### src/rtl/adc_strobe_pkg.sv
package adc_strobe_pkg;
  typedef enum logic [2:0] {
    ST_IDLE,
    ST_SAMPLE,
    ST_CONVERT,
    ST_SETTLE,
    ST_SELECT,
    ST_READ,
    ST_RELEASE
  } phase_t;

  function automatic int max2(input int a, input int b);
    return (a > b) ? a : b;
  endfunction
endpackage

### src/rtl/adc_irq_sync.sv
module adc_irq_sync #(
  parameter int STAGES = 2
) (
  input  logic clk,
  input  logic rst,
  input  logic async_n,
  output logic sync_low
);
  logic [STAGES-1:0] chain;

  always_ff @(posedge clk) begin
    if (rst) chain <= '1;
    else     chain <= {chain[STAGES-2:0], async_n};
  end

  assign sync_low = ~chain[STAGES-1];
endmodule

### src/rtl/adc_phase_timer.sv
module adc_phase_timer #(
  parameter int CNT_W = 8
) (
  input  logic             clk,
  input  logic             rst,
  input  logic             clr,
  output logic [CNT_W-1:0] cnt
);
  always_ff @(posedge clk) begin
    if (rst || clr)  cnt <= '0;
    else if (~&cnt)  cnt <= cnt + 1'b1;
  end
endmodule

### src/rtl/adc_strobe_ctrl.sv
module adc_strobe_ctrl
  import adc_strobe_pkg::*;
#(
  parameter int DATA_W        = 10,
  parameter int SAMPLE_NORM   = 4,
  parameter int SAMPLE_PD     = 24,
  parameter int CONV_WAIT_MIN = 21,
  parameter int CONV_TIMEOUT  = 21,
  parameter int IRQ_SETTLE    = 1,
  parameter int READ_SETUP    = 2,
  parameter int IRQ_LIMIT     = 64,
  parameter int SYNC_STAGES   = 2
) (
  input  logic              clk,
  input  logic              rst,
  input  logic              enable,
  input  logic              pd_mode,
  input  logic              tmo_mode,
  input  logic              irq_n,
  input  logic [DATA_W-1:0] adc_data,
  output logic              cs_n,
  output logic              start_n,
  output logic              rd_n,
  output logic [DATA_W-1:0] result,
  output logic              result_valid,
  output logic              irq_timeout_err
);
  localparam int LONGEST = max2(max2(max2(SAMPLE_NORM, SAMPLE_PD), max2(CONV_TIMEOUT, IRQ_LIMIT)),
                                max2(max2(CONV_WAIT_MIN, IRQ_SETTLE), READ_SETUP));
  localparam int CNT_W = $clog2(LONGEST + 1);
  localparam logic [CNT_W-1:0] LAST_NORM   = CNT_W'(SAMPLE_NORM - 1);
  localparam logic [CNT_W-1:0] LAST_PD     = CNT_W'(SAMPLE_PD - 1);
  localparam logic [CNT_W-1:0] LAST_TMO    = CNT_W'(CONV_TIMEOUT - 1);
  localparam logic [CNT_W-1:0] LAST_MINW   = CNT_W'(CONV_WAIT_MIN - 1);
  localparam logic [CNT_W-1:0] LAST_WDOG   = CNT_W'(IRQ_LIMIT - 1);
  localparam logic [CNT_W-1:0] LAST_SETTLE = CNT_W'(IRQ_SETTLE - 1);
  localparam logic [CNT_W-1:0] LAST_READ   = CNT_W'(READ_SETUP - 1);

  phase_t           state, state_d;
  logic [CNT_W-1:0] cnt;
  logic             irq_low;
  logic             err_d, cap_d;
  logic [CNT_W-1:0] sample_last;

  adc_irq_sync #(.STAGES(SYNC_STAGES)) u_sync (
    .clk(clk), .rst(rst), .async_n(irq_n), .sync_low(irq_low)
  );

  adc_phase_timer #(.CNT_W(CNT_W)) u_timer (
    .clk(clk), .rst(rst), .clr(state_d != state), .cnt(cnt)
  );

  assign sample_last = pd_mode ? LAST_PD : LAST_NORM;

  always_comb begin
    state_d = state;
    err_d   = 1'b0;
    cap_d   = 1'b0;
    case (state)
      ST_IDLE:    if (enable) state_d = ST_SAMPLE;
      ST_SAMPLE:  if (cnt == sample_last) state_d = ST_CONVERT;
      ST_CONVERT: begin
        if (tmo_mode) begin
          if (cnt == LAST_TMO) state_d = ST_SELECT;
        end else if (irq_low && cnt >= LAST_MINW) begin
          state_d = ST_SETTLE;
        end else if (cnt == LAST_WDOG) begin
          state_d = ST_IDLE;
          err_d   = 1'b1;
        end
      end
      ST_SETTLE:  if (cnt == LAST_SETTLE) state_d = ST_SELECT;
      ST_SELECT:  state_d = ST_READ;
      ST_READ: begin
        if (cnt == LAST_READ) begin
          state_d = ST_RELEASE;
          cap_d   = 1'b1;
        end
      end
      ST_RELEASE: state_d = ST_IDLE;
      default:    state_d = ST_IDLE;
    endcase
  end

  always_ff @(posedge clk) begin
    if (rst) begin
      state           <= ST_IDLE;
      cs_n            <= 1'b1;
      start_n         <= 1'b1;
      rd_n            <= 1'b1;
      result          <= '0;
      result_valid    <= 1'b0;
      irq_timeout_err <= 1'b0;
    end else begin
      state           <= state_d;
      start_n         <= (state_d != ST_SAMPLE);
      cs_n            <= !(state_d == ST_SELECT || state_d == ST_READ || state_d == ST_RELEASE);
      rd_n            <= (state_d != ST_READ);
      result_valid    <= cap_d;
      irq_timeout_err <= err_d;
      if (cap_d) result <= adc_data;
    end
  end

  AST_NO_READ_UNSELECTED: assert property (@(posedge clk) disable iff (rst)
    !rd_n |-> !cs_n);
  AST_VALID_AT_READ_END: assert property (@(posedge clk) disable iff (rst)
    result_valid |-> $rose(rd_n));
  AST_START_SELECT_APART: assert property (@(posedge clk) disable iff (rst)
    !(!start_n && !cs_n));
  AST_WDOG_NO_READ: assert property (@(posedge clk) disable iff (rst)
    irq_timeout_err |-> (cs_n && rd_n && !result_valid));
  AST_READ_AFTER_SELECT: assert property (@(posedge clk) disable iff (rst)
    $fell(rd_n) |-> $past(!cs_n));
  AST_RELEASE_AFTER_READ: assert property (@(posedge clk) disable iff (rst)
    $rose(cs_n) |-> $past(rd_n));
endmodule

### config.mk
export PLATFORM = sky130hd
export DESIGN_NAME = adc_strobe_ctrl
export DESIGN_NICKNAME = d
export VERILOG_FILES = /design/src/rtl/adc_strobe_pkg.sv /design/src/rtl/adc_irq_sync.sv /design/src/rtl/adc_phase_timer.sv /design/src/rtl/adc_strobe_ctrl.sv
export SDC_FILE = /design/constraint.sdc
export NUM_CORES = 1
export LEC_CHECK = 0
export CAP_MARGIN = 25
export CORE_ASPECT_RATIO = 0.75
export CORE_UTILIZATION = 26
export DETAILED_ROUTE_END_ITERATION = 10
export DONT_BUFFER_PORTS = 1
export PLACE_DENSITY_LB_ADDON = 0.3
export RECOVER_POWER = 25
export SLEW_MARGIN = 20
export SYNTH_ARGS = -nofsm -noshare
export SYNTH_HDL_FRONTEND = slang
export SYNTH_SLANG_ARGS = --single-unit
### constraint.sdc
create_clock -name clk -period 2.7 [get_ports clk]
set_input_delay 0.27 -clock clk [delete_from_list [all_inputs] [get_ports clk]]
set_output_delay 0.27 -clock clk [all_outputs]
set_load 0.01 [all_outputs]
Word-level counts from Yosys, hierarchy flattened:

Index checks and enable logic that the tools add are counted.

* word-level logic and storage cells: 50
* register bits: 27
* bits of input ports: 16

* reduce and logical (&&, ||, !) cells: 9
* bitwise logic cells: 2
* equal/unequal tests: 15
* add/subtract/negate cells: 1
* order comparisons: 1
* mux-type cells: 13

Operators with widths (number)
* $mux W3: 8
* $pmux W3 S6: 1
* $eq A3 B3 Y1 const B: 5
* $add A7 B1 Y7 const B: 1
* $eq A7 B1 Y1 const B: 1
* $eq A7 B5 Y1: 1
* $eq A7 B5 Y1 const B: 1
* $eq A7 B6 Y1 const B: 1
* $ge A7 B5 Y1 const B: 1
* $logic_not A7 Y1: 1
* $reduce_and A7 Y1: 1
* $eq A3 B2 Y1 const B: 2
* $mux W5: 1
* $reduce_or A4 Y1: 1
* $eq A3 B1 Y1 const B: 1
* $logic_not A3 Y1: 1
* $logic_or A1 B1 Y1: 3
* $mux W1: 3
* $ne A3 B1 Y1 const B: 1
* $ne A3 B3 Y1: 1
* $ne A3 B3 Y1 const B: 1
* $not A1 Y1: 2
* $logic_and A1 B1 Y1: 1
* $logic_not A1 Y1: 1

Longest topological paths before layout:

* word-level depth: 9
* gate-level depth with buffers: 6
* gate-level depth less buffers: 6

Modules after synthesis:

From an unflattened synthesis, not the netlist that was laid out.

* cells, all modules: 132
* area, all modules: 1202.4 µm²

Modules (own cells, without submodules)
* adc_strobe_ctrl: instances 1, cells an instance 91, area an instance 827.0 µm²
* adc_phase_timer: instances 1, cells an instance 36, area an instance 319.1 µm²
* adc_irq_sync: instances 1, cells an instance 5, area an instance 56.3 µm²

Least setup slack after synthesis:

OpenSTA, ideal clock, no wires.

* path type: register -> register
* start: register u_timer.cnt[0]
* end: register u_timer.cnt[0]
* setup slack: 877 ps
* period minus slack after synthesis: 1823 ps
* stages on the path, launching flop included: 6
* data arrival time: 1687 ps
* setup time: 136 ps
* cell sequence: dfxtp_1 > ha_1 > nand4b_1 > or4b_4 > a311oi_4 > nor4_1

* longest elaborated chain between the ends: 7
* elaborated cells between the ends (all ways): 19

RTL lines
* start, declared: line adc_phase_timer.sv:7 `output logic [CNT_W-1:0] cnt`
* start signal, assigned: line adc_phase_timer.sv:11 `else if (~&cnt) cnt <= cnt + 1'b1;`
* $ge A7 B5 Y1 or $eq A7 B6 Y1 (tied branches): line adc_strobe_ctrl.sv:65, adc_strobe_ctrl.sv:67
* $logic_and A1 B1 Y1 or $mux W3 (tied branches): line adc_strobe_ctrl.sv:65, adc_strobe_ctrl.sv:67
* $mux W3: line adc_strobe_ctrl.sv:65 `end else if (irq_low && cnt >= LAST_MINW) begin`
* $mux W3: line adc_strobe_ctrl.sv:63 `if (tmo_mode) begin`
* $pmux W3 S6: line adc_strobe_ctrl.sv:59 `case (state)`
* $ne A3 B3 Y1: line adc_strobe_ctrl.sv:50 `.clk(clk), .rst(rst), .clr(state_d != state), .cnt(cnt)`
* $logic_or A1 B1 Y1: line adc_phase_timer.sv:10 `if (rst || clr) cnt <= '0;`

Parallel ways exist; a longest one is shown, timed or not.
A chain may end at the register's enable or synchronous reset.

Final worst setup path:

* start: register u_timer.cnt[1]
* end: register u_timer.cnt[1]

The elaborated chain is that of the path after synthesis.

==> results.py <==
metrics = {
    "placement": {
        "dp.cells": 199,
        "placed_cell_area_um2": 1330,
        "dp_hpwl_um": 2210,
        "io_buffer_count": 0,
        "gp_congestion": 0.788,
    },
    "detailed_routing": {
        "vias": 1117,
        "wl_um": 3010,
        "drtPass1Iterations": 7,
        "drt.antenna.violating_nets": 0,
        "wl_per_cell_um": 14.8,
        "drc_errors": 2,
        "avgViaCountPerCell": 5.50,
        "drt_iter0_markers": 101,
    },
    "worst_setup_path": {
        "critPathMaxFanout": 8,
        "reg2regPathDepth": 5,
        "crit_required_ps": 2840,
        "critical_path.top_delay_family": "simple AND/OR/NAND/NOR gates",
        "endpoint_kind": "register",
        "crit_type": "reg2reg",
        "cpMaxStageDelayCell": "or4b_4",
        "r2r_slack_ps": 610,
        "r2r-end": "u_timer.cnt[1]",
        "critPathLaunchType": "register",
        "max_stage_delay_ps": 540,
        "cp.depth": 5,
        "cp_data_arrival_time_ps": 2240,
        "path_cells": "ha_1, nand4b_1, or4b_4, a311oi_4, nor4_1",
        "crit_buf_inv": 0,
        "r2r_start": "u_timer.cnt[1]",
    },
    "outcome": {
        "violations": "design-rule violations",
        "status": "finished, violations left",
    },
    "power_and_ir_drop": {
        "p_per_area_nw_per_um2": 576,
        "peakVddDrop_uv": 193,
        "p_leak_nw": 0.450,
    },
    "global_route": {
        "grt_max_degree": 21,
        "antenna_found_initial": 0,
        "grt_use_total_pct": 11.6,
        "overflow": 0,
        "grt_pass1_wl_um": 5010,
        "first_global_vias": 1074,
    },
    "synthesis": {
        "synth_warnings": 0,
        "netlist_instances": 152,
        "yosysSeqAreaShare_pct": 41.3,
        "yosys.cell_types.count": 42,
        "ys_seq_elements": 27,
        "synth_nets": 171,
        "syn_avg_cell_area_um2": 8.61,
        "synth_area_um2": 1310,
    },
    "floorplan": {
        "core_region_area_um2": 4650,
        "fp-row-count": 21,
        "die_x_um": 83.9,
        "start_util_pct": 28.1,
        "die_y_um": 63.4,
        "dieArea_um2": 5320,
        "num_io_pins": 31,
    },
    "clock_tree": {
        "clkLatencyLatePin_ps": 280,
        "tritoncts": "done",
        "cts_hold_buf": 0,
        "clk_pin_slew_ps": 100,
        "cts_buffers": 3,
        "cts_setup_buffers": 0,
        "ctsRootBufferMaster": "clkbuf_8",
        "cts_sinks": 27,
        "max-clock-path-buffers": 2,
        "ctsHtreeMaxLevel": 1,
        "post_cts_resized": 0,
    },
    "finish": {
        "nNetsFinal": 166,
        "final_layout_size_suffix_gt1_share_pct": 9.59,
        "syn2layout_area_growth_pct": 5.07,
        "post-route-cell-area_um2": 1380,
        "diodes": 0,
        "final_cells": 203,
    },
    "hold_path": {
        "hold_path_depth": 1,
        "hold_start": "rst",
        "worstHoldPathType": "in2reg",
        "min_to": "result_valid",
    },
    "timing": {
        "fmax_mhz": 478,
        "rsz0062_at_grt": "no",
        "finalHoldViolCount": 0,
        "whs_ps": 48.7,
        "setup_viol": 0,
        "fin_skew_ps": 9.51,
        "worst_slew_pin_slew_ps": 490,
        "setup_tns_ps": 0,
        "maxSlewViolCount": 0,
        "min_period_over_period_pct": 77.5,
        "slew_headroom_pct": 67.4,
        "finalCriticalPeriod_ps": 2090,
    },
    "run": {
        "maxCapViolCount": 0,
    },
}
metrics by stage:
| stage | setup slack [ps] | total power [mW] | utilization (%) |
|---|---|---|---|
| 2_1_floorplan | 877 | 0.545 | - |
| 3_3_place_gp | 739 | 0.560 | 28.6 |
| 3_5_place_dp | 635 | 0.564 | 28.6 |
| 4_1_cts | 616 | 0.798 | 29.6 |
| 5_1_grt | 431 | 0.826 | 29.6 |
| 6_report | 607 | 0.791 | 29.6 |
worst max path at each step:
stage	to	slack, ps	from
global route	result[3]	430	u_timer.cnt[1]
finish	u_timer.cnt[1]	610	u_timer.cnt[1]
floorplan	u_timer.cnt[0]	880	u_timer.cnt[0]
CTS	u_timer.cnt[0]	620	u_timer.cnt[1]
global placement	u_timer.cnt[4]	740	u_timer.cnt[0]
detailed placement	u_timer.cnt[4]	640	u_timer.cnt[1]
layer usage:
metal / wire length, µm / up-vias / GRT usage [%]
met5: 0 / - / 0
met4: 34 / 0 / 3.02
met3: 212 / 4 / 3.80
met2: 1380 / 44 / 18.0
met1: 1390 / 525 / 15.3
li1: - / 544 / -
area by class of cell:
type | count | area, µm²
Fill cell | 481 | 3280
Multi-Input combinational cell | 112 | 706
Sequential cell | 27 | 541
Tap cell | 57 | 71.3
Clock buffer | 3 | 41.3
Inverter | 3 | 11.3
Clock inverter | 1 | 5.00
placed cells by master, fill, tap and decap left out, types with 2 or more instances in the layout:
cell type / count
o21a_1: 3
o21ai_0: 4
nand3_1: 13
mux2i_1: 2
a31oi_1: 2
inv_1: 2
nor2b_1: 2
a21oi_1: 12
nor2_1: 7
a31o_2: 2
or2_2: 4
dfxtp_1: 27
nand2_1: 20
and3_1: 3
nor4_1: 6
nand4_1: 4
nor3_1: 3
ha_1: 3
nand2b_1: 2
xnor2_1: 2
clkbuf_8: 3
flip-flops by register name, indices dropped and copies added (netlist names), 2 cells and up:
signal	count
u_timer.cnt	7
state	3
result	10
u_sync.chain	2
power breakdown:
part           total [mW]  switching, mW  internal [mW]  leakage [nW]
clock               0.234          0.130          0.104        0.0255
combinational       0.112         0.0634         0.0490         0.205
sequential          0.445         0.0308          0.415         0.219
total               0.791          0.224          0.567         0.450
synth_stat cells:
master     number  share of area (%)
a21o_1          1               0.57
a311oi_1        1               0.67
nand2_1        20                5.7
and3_1          3                1.4
buf_6           1               0.86
o2bb2ai_1       1               0.67
a221o_1         1               0.76
a2bb2oi_1       1               0.67
nor4bb_1        1               0.76
o31ai_1         1               0.57
nand4b_1        1               0.67
and4bb_1        1               0.96
nor3_1          3                1.1
mux2i_1         2                1.5
o211ai_1        1               0.57
a21oi_1        12                4.6
nand4_1         4                1.9
ha_1            3                2.9
o21ai_0         4                1.5
xnor2_1         2                1.3
clkbuf_1        4                1.1
a21boi_1        1               0.57
or4b_1          1               0.76
inv_1           2               0.57
inv_2           1               0.29
a311oi_4        1                2.0
nand3_1        13                5.0
or2_2           4                1.9
nand2b_1        2               0.96
nor4b_2         1                1.1
o21a_1          3                1.7
a31o_2          2                1.3
nor4_1          6                2.9
and4_1          1               0.67
nor2_1          7                2.0
o22ai_1         1               0.48
a211oi_1        1               0.57
dfxtp_1        27                 41
nor2b_1         2               0.96
buf_2           5                1.9
a31oi_1         2               0.96
or4b_4          1                1.1
cells by family after synthesis:
family / Yosys count / synth area share [%]
mux: 2 / 1.53
xor+xnor: 2 / 1.34
fa+ha+maj: 3 / 2.87
flops: 27 / 41.3
compound gates: 34 / 18.3
simple gates: 71 / 29.9
buf+inv: 13 / 4.78
Note: power is estimated with default switching activity, not from simulation.
